--- src/rtl/rtc_pkg.sv ---
package rtc_pkg;
  localparam int DW = 8;
  localparam int AW = 3;
  localparam int NF = 7;

  typedef logic [DW-1:0] byte_t;

  localparam logic [AW-1:0] A_SEC  = 3'd0;
  localparam logic [AW-1:0] A_MIN  = 3'd1;
  localparam logic [AW-1:0] A_HOUR = 3'd2;
  localparam logic [AW-1:0] A_DAY  = 3'd3;
  localparam logic [AW-1:0] A_DATE = 3'd4;
  localparam logic [AW-1:0] A_MON  = 3'd5;
  localparam logic [AW-1:0] A_YEAR = 3'd6;

  function automatic byte_t bcd_inc(byte_t v);
    if (v[3:0] >= 4'd9) return {v[7:4] + 4'd1, 4'd0};
    return {v[7:4], v[3:0] + 4'd1};
  endfunction

  // BCD year divisible by four
  function automatic logic is_leap(byte_t y);
    if (y[4]) return (y[3:0] == 4'd2) || (y[3:0] == 4'd6);
    return (y[3:0] == 4'd0) || (y[3:0] == 4'd4) || (y[3:0] == 4'd8);
  endfunction

  function automatic byte_t field_min(int i);
    return (i == 3 || i == 4 || i == 5) ? 8'h01 : 8'h00;
  endfunction

  // counter bits only; flags live elsewhere
  function automatic byte_t field_mask(int i);
    case (i)
      0, 1:    return 8'h7F;
      2:       return 8'h3F;
      3:       return 8'h07;
      4:       return 8'h3F;
      5:       return 8'h1F;
      default: return 8'hFF;
    endcase
  endfunction
endpackage

--- src/rtl/rtc_bcd_field.sv ---
module rtc_bcd_field
  import rtc_pkg::*;
#(
  parameter byte_t RST = '0
) (
  input  logic  clk_i,
  input  logic  rst_ni,
  input  logic  ld_i,
  input  byte_t ld_val_i,
  input  logic  inc_i,
  input  byte_t min_i,
  input  byte_t max_i,
  output byte_t val_o,
  output logic  wrap_o
);
  byte_t val_q;
  logic  at_top;

  assign at_top = (val_q >= max_i);
  assign wrap_o = inc_i && at_top;
  assign val_o  = val_q;

  always_ff @(posedge clk_i or negedge rst_ni) begin
    if (!rst_ni)    val_q <= RST;
    else if (ld_i)  val_q <= ld_val_i;
    else if (inc_i) val_q <= at_top ? min_i : bcd_inc(val_q);
  end
endmodule

--- src/rtl/rtc_month_len.sv ---
module rtc_month_len
  import rtc_pkg::*;
(
  input  byte_t month_i,
  input  byte_t year_i,
  output byte_t last_o
);
  always_comb begin
    case (month_i)
      8'h02:                      last_o = is_leap(year_i) ? 8'h29 : 8'h28;
      8'h04, 8'h06, 8'h09, 8'h11: last_o = 8'h30;
      default:                    last_o = 8'h31;
    endcase
  end
endmodule

--- src/rtl/rtc_ctrl_bits.sv ---
module rtc_ctrl_bits (
  input  logic       clk_i,
  input  logic       rst_ni,
  input  logic       wr_sec_i,
  input  logic       wr_hour_i,
  input  logic [1:0] wflags_i,
  input  logic       yr_wrap_i,
  output logic       stop_o,
  output logic       ceb_o,
  output logic       cb_o,
  output logic       subsec_clr_o
);
  always_ff @(posedge clk_i or negedge rst_ni) begin
    if (!rst_ni) begin
      stop_o       <= 1'b0;
      ceb_o        <= 1'b0;
      cb_o         <= 1'b0;
      subsec_clr_o <= 1'b0;
    end else begin
      subsec_clr_o <= wr_sec_i;
      if (wr_sec_i) stop_o <= wflags_i[1];
      if (wr_hour_i) begin
        ceb_o <= wflags_i[1];
        cb_o  <= wflags_i[0];
      end else if (yr_wrap_i && ceb_o) begin
        cb_o <= ~cb_o;
      end
    end
  end
endmodule

--- src/rtl/rtc_bcd_regs.sv ---
module rtc_bcd_regs
  import rtc_pkg::*;
(
  input  logic          clk_i,
  input  logic          rst_ni,
  input  logic          tick_i,
  input  logic          wr_en_i,
  input  logic [AW-1:0] addr_i,
  input  logic [DW-1:0] wdata_i,
  output logic [DW-1:0] rdata_o,
  output logic          subsec_clr_o
);
  byte_t          fval [NF];
  byte_t          fmax [NF];
  logic  [NF-1:0] inc;
  logic  [NF-1:0] wrap;
  byte_t          last_date;
  logic           stop_q, ceb_q, cb_q;
  logic           unused_day_wrap;

  assign unused_day_wrap = wrap[3];

  rtc_month_len u_mlen (
    .month_i(fval[5]),
    .year_i (fval[6]),
    .last_o (last_date)
  );

  assign fmax[0] = 8'h59;
  assign fmax[1] = 8'h59;
  assign fmax[2] = 8'h23;
  assign fmax[3] = 8'h07;
  assign fmax[4] = last_date;
  assign fmax[5] = 8'h12;
  assign fmax[6] = 8'h99;

  // ripple carry; any write drops the tick
  assign inc[0] = tick_i && !stop_q && !wr_en_i;
  assign inc[1] = wrap[0];
  assign inc[2] = wrap[1];
  assign inc[3] = wrap[2];
  assign inc[4] = wrap[2];
  assign inc[5] = wrap[4];
  assign inc[6] = wrap[5];

  for (genvar g = 0; g < NF; g++) begin : g_field
    rtc_bcd_field #(.RST(field_min(g))) u_field (
      .clk_i   (clk_i),
      .rst_ni  (rst_ni),
      .ld_i    (wr_en_i && (addr_i == AW'(g))),
      .ld_val_i(wdata_i & field_mask(g)),
      .inc_i   (inc[g]),
      .min_i   (field_min(g)),
      .max_i   (fmax[g]),
      .val_o   (fval[g]),
      .wrap_o  (wrap[g])
    );
  end

  rtc_ctrl_bits u_ctrl (
    .clk_i       (clk_i),
    .rst_ni      (rst_ni),
    .wr_sec_i    (wr_en_i && (addr_i == A_SEC)),
    .wr_hour_i   (wr_en_i && (addr_i == A_HOUR)),
    .wflags_i    (wdata_i[7:6]),
    .yr_wrap_i   (wrap[6]),
    .stop_o      (stop_q),
    .ceb_o       (ceb_q),
    .cb_o        (cb_q),
    .subsec_clr_o(subsec_clr_o)
  );

  always_comb begin
    case (addr_i)
      A_SEC:   rdata_o = fval[0] | {stop_q, 7'd0};
      A_MIN:   rdata_o = fval[1];
      A_HOUR:  rdata_o = fval[2] | {ceb_q, cb_q, 6'd0};
      A_DAY:   rdata_o = fval[3];
      A_DATE:  rdata_o = fval[4];
      A_MON:   rdata_o = fval[5];
      A_YEAR:  rdata_o = fval[6];
      default: rdata_o = '0;
    endcase
  end
endmodule

--- config.mk ---
export PLATFORM = sky130hd
export DESIGN_NAME = rtc_bcd_regs
export DESIGN_NICKNAME = d
export VERILOG_FILES = /design/src/rtl/rtc_pkg.sv /design/src/rtl/rtc_bcd_field.sv /design/src/rtl/rtc_month_len.sv /design/src/rtl/rtc_ctrl_bits.sv /design/src/rtl/rtc_bcd_regs.sv
export SDC_FILE = /design/constraint.sdc
export NUM_CORES = 1
export LEC_CHECK = 0
export CAP_MARGIN = 10
export CORE_MARGIN = 1
export CORE_UTILIZATION = 55
export CTS_BUF_LIST = sky130_fd_sc_hd__clkbuf_8 sky130_fd_sc_hd__clkbuf_16
export DETAILED_ROUTE_END_ITERATION = 8
export PLACE_DENSITY = 0.74
export SYNTH_ARGS = -nofsm -noshare
export SYNTH_HDL_FRONTEND = slang
export SYNTH_SLANG_ARGS = --single-unit
--- constraint.sdc ---
create_clock -name clk_i -period 3.3 [get_ports clk_i]
set_input_delay 0.66 -clock clk_i [delete_from_list [all_inputs] [get_ports clk_i]]
set_output_delay 0.66 -clock clk_i [all_outputs]
set_load 0.01 [all_outputs]
==> Yosys cells after proc, flatten, opt, wreduce, memory -nomap -nowiden <==
Index checks and enable logic that the tools add are counted.
{ "totals": {"reg_bits": 60, "output_inout_bits": 9, "word_cells": 176} }
{ "op_classes": {"n_addsub": 14, "order_cmp": 14, "eq_ne": 15, "n_mux": 66, "bitwise": 3, "n_reduce_logical": 46} }
{ "op_table": {"columns": ["op", "count"], "rows": [
  ["two-way mux 8 bit", 35],
  ["adder 4 x 1 -> 4 bit (second input constant)", 14],
  ["one-hot mux 8 bit (7 select lines)", 1],
  ["two-way mux 1 bit", 29],
  [">= comparator 4 bit (second input constant)", 7],
  ["nonzero test 3 bit", 7],
  ["== test 8 x 3 -> 1 bit (second input constant)", 2],
  [">= comparator 8 x 7 -> 1 bit (second input constant)", 2],
  ["logical AND 1 bit", 16],
  ["OR 8 bit", 2],
  ["one-hot mux 8 bit (2 select lines)", 1],
  ["nonzero test 2 bit", 8],
  ["AND reduction 2 bit", 7],
  ["== test 3 bit (second input constant)", 3],
  ["== test 4 x 3 -> 1 bit (second input constant)", 2],
  ["== test 8 x 2 -> 1 bit (second input constant)", 1],
  ["== test 8 x 4 -> 1 bit (second input constant)", 1],
  ["== test 8 x 5 -> 1 bit (second input constant)", 1],
  [">= comparator 8 x 3 -> 1 bit (second input constant)", 1],
  [">= comparator 8 x 5 -> 1 bit (second input constant)", 1],
  [">= comparator 8 x 6 -> 1 bit (second input constant)", 1],
  [">= comparator 8 bit", 1],
  [">= comparator 8 bit (second input constant)", 1],
  ["== test 3 x 2 -> 1 bit (second input constant)", 2],
  ["other kinds (9)", 12]
]} }

==> Logic depth before layout (Yosys ltp) <==
Gate-level depths: netlist of run 1.
{ "logic_depth": {"depth_word": 16, "mapped_depth": 15, "ltp_nobuf": 14} }

==> Hierarchy <==
Synthesis of run 1 repeated with hierarchy kept, for this count alone.
{ "unflattened": {"hier_cells": 814, "hier_area_um2": 7030.5} }
{ "by_module_without_submodules": {"columns": ["module", "instances", "cells_per_inst", "area_per_inst_um2", "seq_area_each_um2"], "rows": [
  ["rtc_bcd_field at g_field[0].u_field ...", 4, 100, 874.6, 200.2],
  ["rtc_bcd_field at g_field[3].u_field ...", 3, 100, 875.8, 201.4],
  ["rtc_bcd_regs", 1, 84, 606.8, 0.0],
  ["rtc_ctrl_bits", 1, 10, 155.1, 100.1],
  ["rtc_month_len", 1, 20, 142.6, 0.0]
]} }

==> Worst setup path after synthesis of run 1 <==
OpenSTA, ideal clock, no wires.
{ "synth_timing": {"kind": "reg2reg", "from": "reg g_field[5].u_field.val_q[0]", "to": "reg g_field[6].u_field.val_q[4]", "setup_ns": 0.126, "arrival_ns": 3.150, "required_time_ns": 3.174, "path_slack_ns": 0.024, "stages_incl_launch_ff": 15, "n_path_buf": 0, "cell_sequence": "dfstp_2 inv_1 ha_1 o21ai_0 o21ai_0 a32oi_1 nor3_1 a21oi_1 ha_1 or4b_2 nand4_1 a21oi_1 a31oi_1 nor3_1 a221o_1"} }
{ "synth_between": {"elab_chain_cells": 8, "elab_cells_between_ends": 13, "classes_between": "order compare (2); eq/ne (5); mux (1); reduce/logical (5)"} }
{ "synth_lines": {"columns": ["item", "line_no", "text"], "rows": [
  ["start, declared", "rtc_bcd_field.sv:16", "byte_t val_q;"],
  ["start signal, assigned", "rtc_bcd_field.sv:25", "else if (ld_i) val_q <= ld_val_i;"],
  ["start signal, assigned", "rtc_bcd_field.sv:26", "else if (inc_i) val_q <= at_top ? min_i : bcd_inc(val_q);"],
  ["== test 8 x 3 -> 1 bit (tied with other cells)", "rtc_month_len.sv:9", "case (month_i)"],
  ["OR reduction 4 bit", "rtc_month_len.sv:9", null],
  ["one-hot mux 8 bit (2 select lines)", "rtc_month_len.sv:9", null],
  [">= comparator 8 bit", "rtc_bcd_field.sv:19", "assign at_top = (val_q >= max_i);"],
  ["logical AND 1 bit", "rtc_bcd_field.sv:20", "assign wrap_o = inc_i && at_top;"],
  ["logical AND 1 bit *", "rtc_bcd_field.sv:20", null],
  ["nonzero test 2 bit (no source line) *", null, null],
  ["AND reduction 2 bit (no source line) *", null, null],
  ["end signal, assigned", "rtc_bcd_field.sv:25", null],
  ["end signal, assigned", "rtc_bcd_field.sv:26", null],
  ["end, declared", "rtc_bcd_field.sv:16", null]
]} }
Mark *: on every way between the ends. The rest lies on a longest branch, timed or not.
A chain may end at the register's enable or synchronous reset.

==> Worst setup path after layout of run 1 <==
{ "layout_timing": {"from": "in addr_i[2]", "to": "out rdata_o[5]"} }
{ "layout_between": {"elab_chain_cells": 2, "elab_cells_between_ends": 8, "classes_between": "eq/ne (6); mux (1); reduce/logical (1)"} }
{ "layout_lines": {"columns": ["item", "line_no", "text"], "rows": [
  ["start, declared", "rtc_bcd_regs.sv:8", "input logic [AW-1:0] addr_i,"],
  ["== test 3 bit (tied with other cells)", "rtc_bcd_regs.sv:74", "case (addr_i)"],
  ["one-hot mux 8 bit (7 select lines) *", "rtc_bcd_regs.sv:74", null],
  ["end, declared", "rtc_bcd_regs.sv:10", "output logic [DW-1:0] rdata_o,"]
]} }
Marks and branches as above.

==> impl_metrics.py, run 1 <==
metrics = {
    "outcome": {
        "status": "complete, no violations",
    },
    "drt": {
        "ant_nets": 0,
        "route.final.wire_length_mm": 13.18,
        "drc": 0,
        "first_pass_iters": 5,
        "viasPerCell": 6.371,
        "wire_per_inst_um": 19.38,
        "drt_iter0_markers": 293,
        "vias": 4332,
    },
    "finish": {
        "fillers": 635,
        "regArea_mm2": 0.001505,
        "nets": 631,
        "area_growth_pct": 18.60,
        "antenna_cells": 0,
        "multi_input_area_mm2": 0.002829,
        "drive_gt1_frac": 0.1401,
    },
    "place": {
        "portBuffers": 23,
        "globalplace.congestion": 0.9946,
        "hpwl_mm": 9.500,
    },
    "die": {
        "core_area_mm2": 0.007807,
        "io_pins": 24,
        "core.rowCount": 32,
        "chipHeight_um": 92.12,
        "die_w_um": 92.12,
        "dieArea_mm2": 0.008486,
        "initial_core_util": 0.5721,
    },
    "logic_synthesis": {
        "yosysWarnings": 0,
        "ys_seq_area_frac": 0.3370,
        "synthArstFlopShare": 1.000,
        "synth_common_cells": "nand2_1 (63), dfrtp_1 (57), nor2_1 (50), o21ai_0 (44), ha_1 (43)",
        "synth_top_area_cell": "dfrtp_1",
        "synth_fp_nets": 586,
        "synth_edf_count": 0,
        "netlist_area_mm2": 0.004467,
        "synth_top_area_frac": 0.3193,
        "ys_seq_elements": 60,
        "yosysMostFrequentCell": "nand2_1",
        "ys_types": 64,
        "synth_area_leaders": "dfrtp_1 (32%), ha_1 (12%), nand2_1 (5.3%)",
        "syn_area_per_cell_um2": 8.460,
        "synthCells": 528,
        "synth_ff_type": "dfrtp_1",
    },
    "timing": {
        "hold_violations": 0,
        "worst_pin_slew_ns": 0.6631,
        "skew_ns": 0.01614,
        "slew_headroom": 0.5559,
        "min_period_ns": 3.196,
        "setup_violations": 0,
        "fin_crit_sh": 0.9685,
        "drv_slew": 0,
        "setup_tns_ns": 0,
        "fmax_ghz": 0.3129,
    },
    "clock_tree": {
        "cts.sinks": 60,
        "cts_buffers": 9,
        "ctsLongestPathBuffers": 2,
        "cts_hold_buf": 0,
        "cts-root-buf": "clkbuf_8",
        "cts_tree": "done",
        "cts_max_level": 3,
        "path_clk_slew_ns": 0.07,
        "worstSkewPairLatency_ns": 0.36,
    },
    "worst_setup_path": {
        "critPathMaxFanout": 12,
        "cp-end-kind": "primary output",
        "worstSetupStartpointType": "primary input",
        "cp.arrival_ns": 2.54,
        "path_class": "in -> out",
        "worstRegToRegCells": 14,
        "cp.required_ns": 2.64,
    },
    "grt": {
        "grt_max_degree": 35,
        "antenna_found_initial": 0,
        "grt_overflow": 0,
        "grt_usage": 0.3283,
        "first_global_vias": 4096,
        "grt_first_pass_wirelength_mm": 21.13,
    },
    "power": {
        "p_seq_frac": 0.380,
        "intPower_mw": 1.946,
        "combPwrFrac": 0.388,
        "irDropWorstVdd_mv": 0.3493,
        "power_mw": 3.260,
        "leakagePower_nw": 2.446,
        "pwr-share-clk": 0.232,
        "p_switching_mw": 1.314,
        "p_sw_frac": 0.4031,
        "powerDensity_mw_per_mm2": 615.5,
    },
    "run": {
        "max-cap-violations": 0,
    },
    "min_path": {
        "hp-class": "in -> async",
    },
}
[cell usage in the layout, fill, tap and decap left out, types with 8 or more instances in the layout]
| master | instances |
|---|---|
| nand3_1 | 21 |
| ha_1 | 41 |
| a31oi_1 | 11 |
| inv_1 | 29 |
| o21ai_0 | 41 |
| dfrtp_1 | 57 |
| and3_1 | 8 |
| clkdlybuf4s50_1 | 19 |
| nor3_1 | 15 |
| nor2_1 | 50 |
| clkbuf_8 | 10 |
| buf_4 | 26 |
| nor2b_1 | 9 |
| nand2_1 | 61 |
| a21o_1 | 8 |
| a21oi_1 | 30 |
[path summary, 6_finish.rpt]
kind,to,slack [ns],from
setup / recovery,rdata_o[5],0.10,addr_i[2]
hold / removal,g_field[0].u_field.val_o[2],0.31,rst_ni
setup reg to reg,g_field[5].u_field.val_o[3],0.15,g_field[5].u_field.val_o[0]
hold reg to reg,g_field[2].u_field.val_o[6],0.52,g_field[2].u_field.val_o[6]
max in group asynchronous,g_field[5].u_field.val_o[0],2.29,rst_ni
min in group clk_i,g_field[2].u_field.val_o[6],0.52,g_field[2].u_field.val_o[6]
[per-stage QoR]
stage	cells	utilization	hold slack, ns	setup slack, ns	cell area (um2)
global route	680	0.6785	0.3684	-0.002460	5298
finish	680	0.6785	0.3125	0.1038	5298
CTS	679	0.6684	0.3326	0.01035	5219
floorplan	528	-	0.3644	0.02390	4467
detailed placement	663	0.6399	0.4975	0.01796	4996
global placement	663	0.6399	0.4945	0.04559	4996
[power groups by stage]
stage	clock [mW]	combinational [mW]	sequential, mW
after detailed placement	0	1.21	1.24
after CTS	0.758	1.22	1.22
after global placement	0	1.16	1.23
final	0.756	1.27	1.24
after floorplan	0	0.883	1.11
after global routing	0.793	1.42	1.27
[sequential cells by signal (all words and copies together) (netlist names)]
signal	flops
u_ctrl.ceb_o	1
u_ctrl.subsec_clr_o	1
u_ctrl.cb_o	1
g_field.u_field.val_o	56
u_ctrl.stop_o	1
[area by class of cell]
class | count | share of cell area
well taps | 102 | 0.02409
clock buffers | 10 | 0.02598
flip-flops and latches | 60 | 0.2841
inverters | 29 | 0.02102
repair buffers | 54 | 0.09565
multi-input cells | 419 | 0.5340
clock inverters | 6 | 0.01512
[logic make-up (layout without fill, tap and decap cells)]
family,count (synthesis),count (layout),share of synthesized area
flops,60,60,0.3370
fa+ha+maj,43,43,0.1204
simple gates,214,214,0.2373
compound gates,146,146,0.2112
mux,15,15,0.04846
xor+xnor,1,1,0.001961
buf+inv,49,99,0.04369
[per-layer routing]
| layer | global-route usage | wire length [um] | vias up |
|---|---|---|---|
| met2 | 0.4950 | 5914 | 214 |
| met1 | 0.4613 | 5759 | 2076 |
| met4 | 0.1589 | 433 | 0 |
| met3 | 0.04809 | 1072 | 30 |
| met5 | 0 | 0 | - |
| li1 | - | - | 2012 |
[repair_timing]
item,CTS,global route
setup buffers,0,1
endpoints found under the setup margin,2,29
pin swaps,0,14
resized for setup,3,22
[critical path, cell delays in order]
cell,delay (ns)
clkdlybuf4s50_1,0.61
inv_1,0.14
buf_12,0.16
nor2_1,0.10
a21oi_1,0.05
o21ai_0,0.22
clkdlybuf4s50_1,0.59
Note: power is estimated with default switching activity, not from simulation.
==> inputs of run 2 (changes only) <==
--- a/config.mk
+++ b/config.mk
@@ -5,7 +5,6 @@
 export SDC_FILE = /design/constraint.sdc
 export NUM_CORES = 1
 export LEC_CHECK = 0
-export CAP_MARGIN = 10
 export CORE_MARGIN = 1
 export CORE_UTILIZATION = 55
 export CTS_BUF_LIST = sky130_fd_sc_hd__clkbuf_8 sky130_fd_sc_hd__clkbuf_16
==> results of run 2 <==
Same layout as run 1: the final DEF is identical, and so are final timing and power.
==> inputs of run 3 (changes only) <==
--- a/config.mk
+++ b/config.mk
@@ -9,6 +9,7 @@
 export CORE_UTILIZATION = 55
 export CTS_BUF_LIST = sky130_fd_sc_hd__clkbuf_8 sky130_fd_sc_hd__clkbuf_16
 export DETAILED_ROUTE_END_ITERATION = 8
+export HOLD_SLACK_MARGIN = 0.12
 export PLACE_DENSITY = 0.74
 export SYNTH_ARGS = -nofsm -noshare
 export SYNTH_HDL_FRONTEND = slang
==> results of run 3 <==
Same layout as run 1: the final DEF is identical, and so are final timing and power.
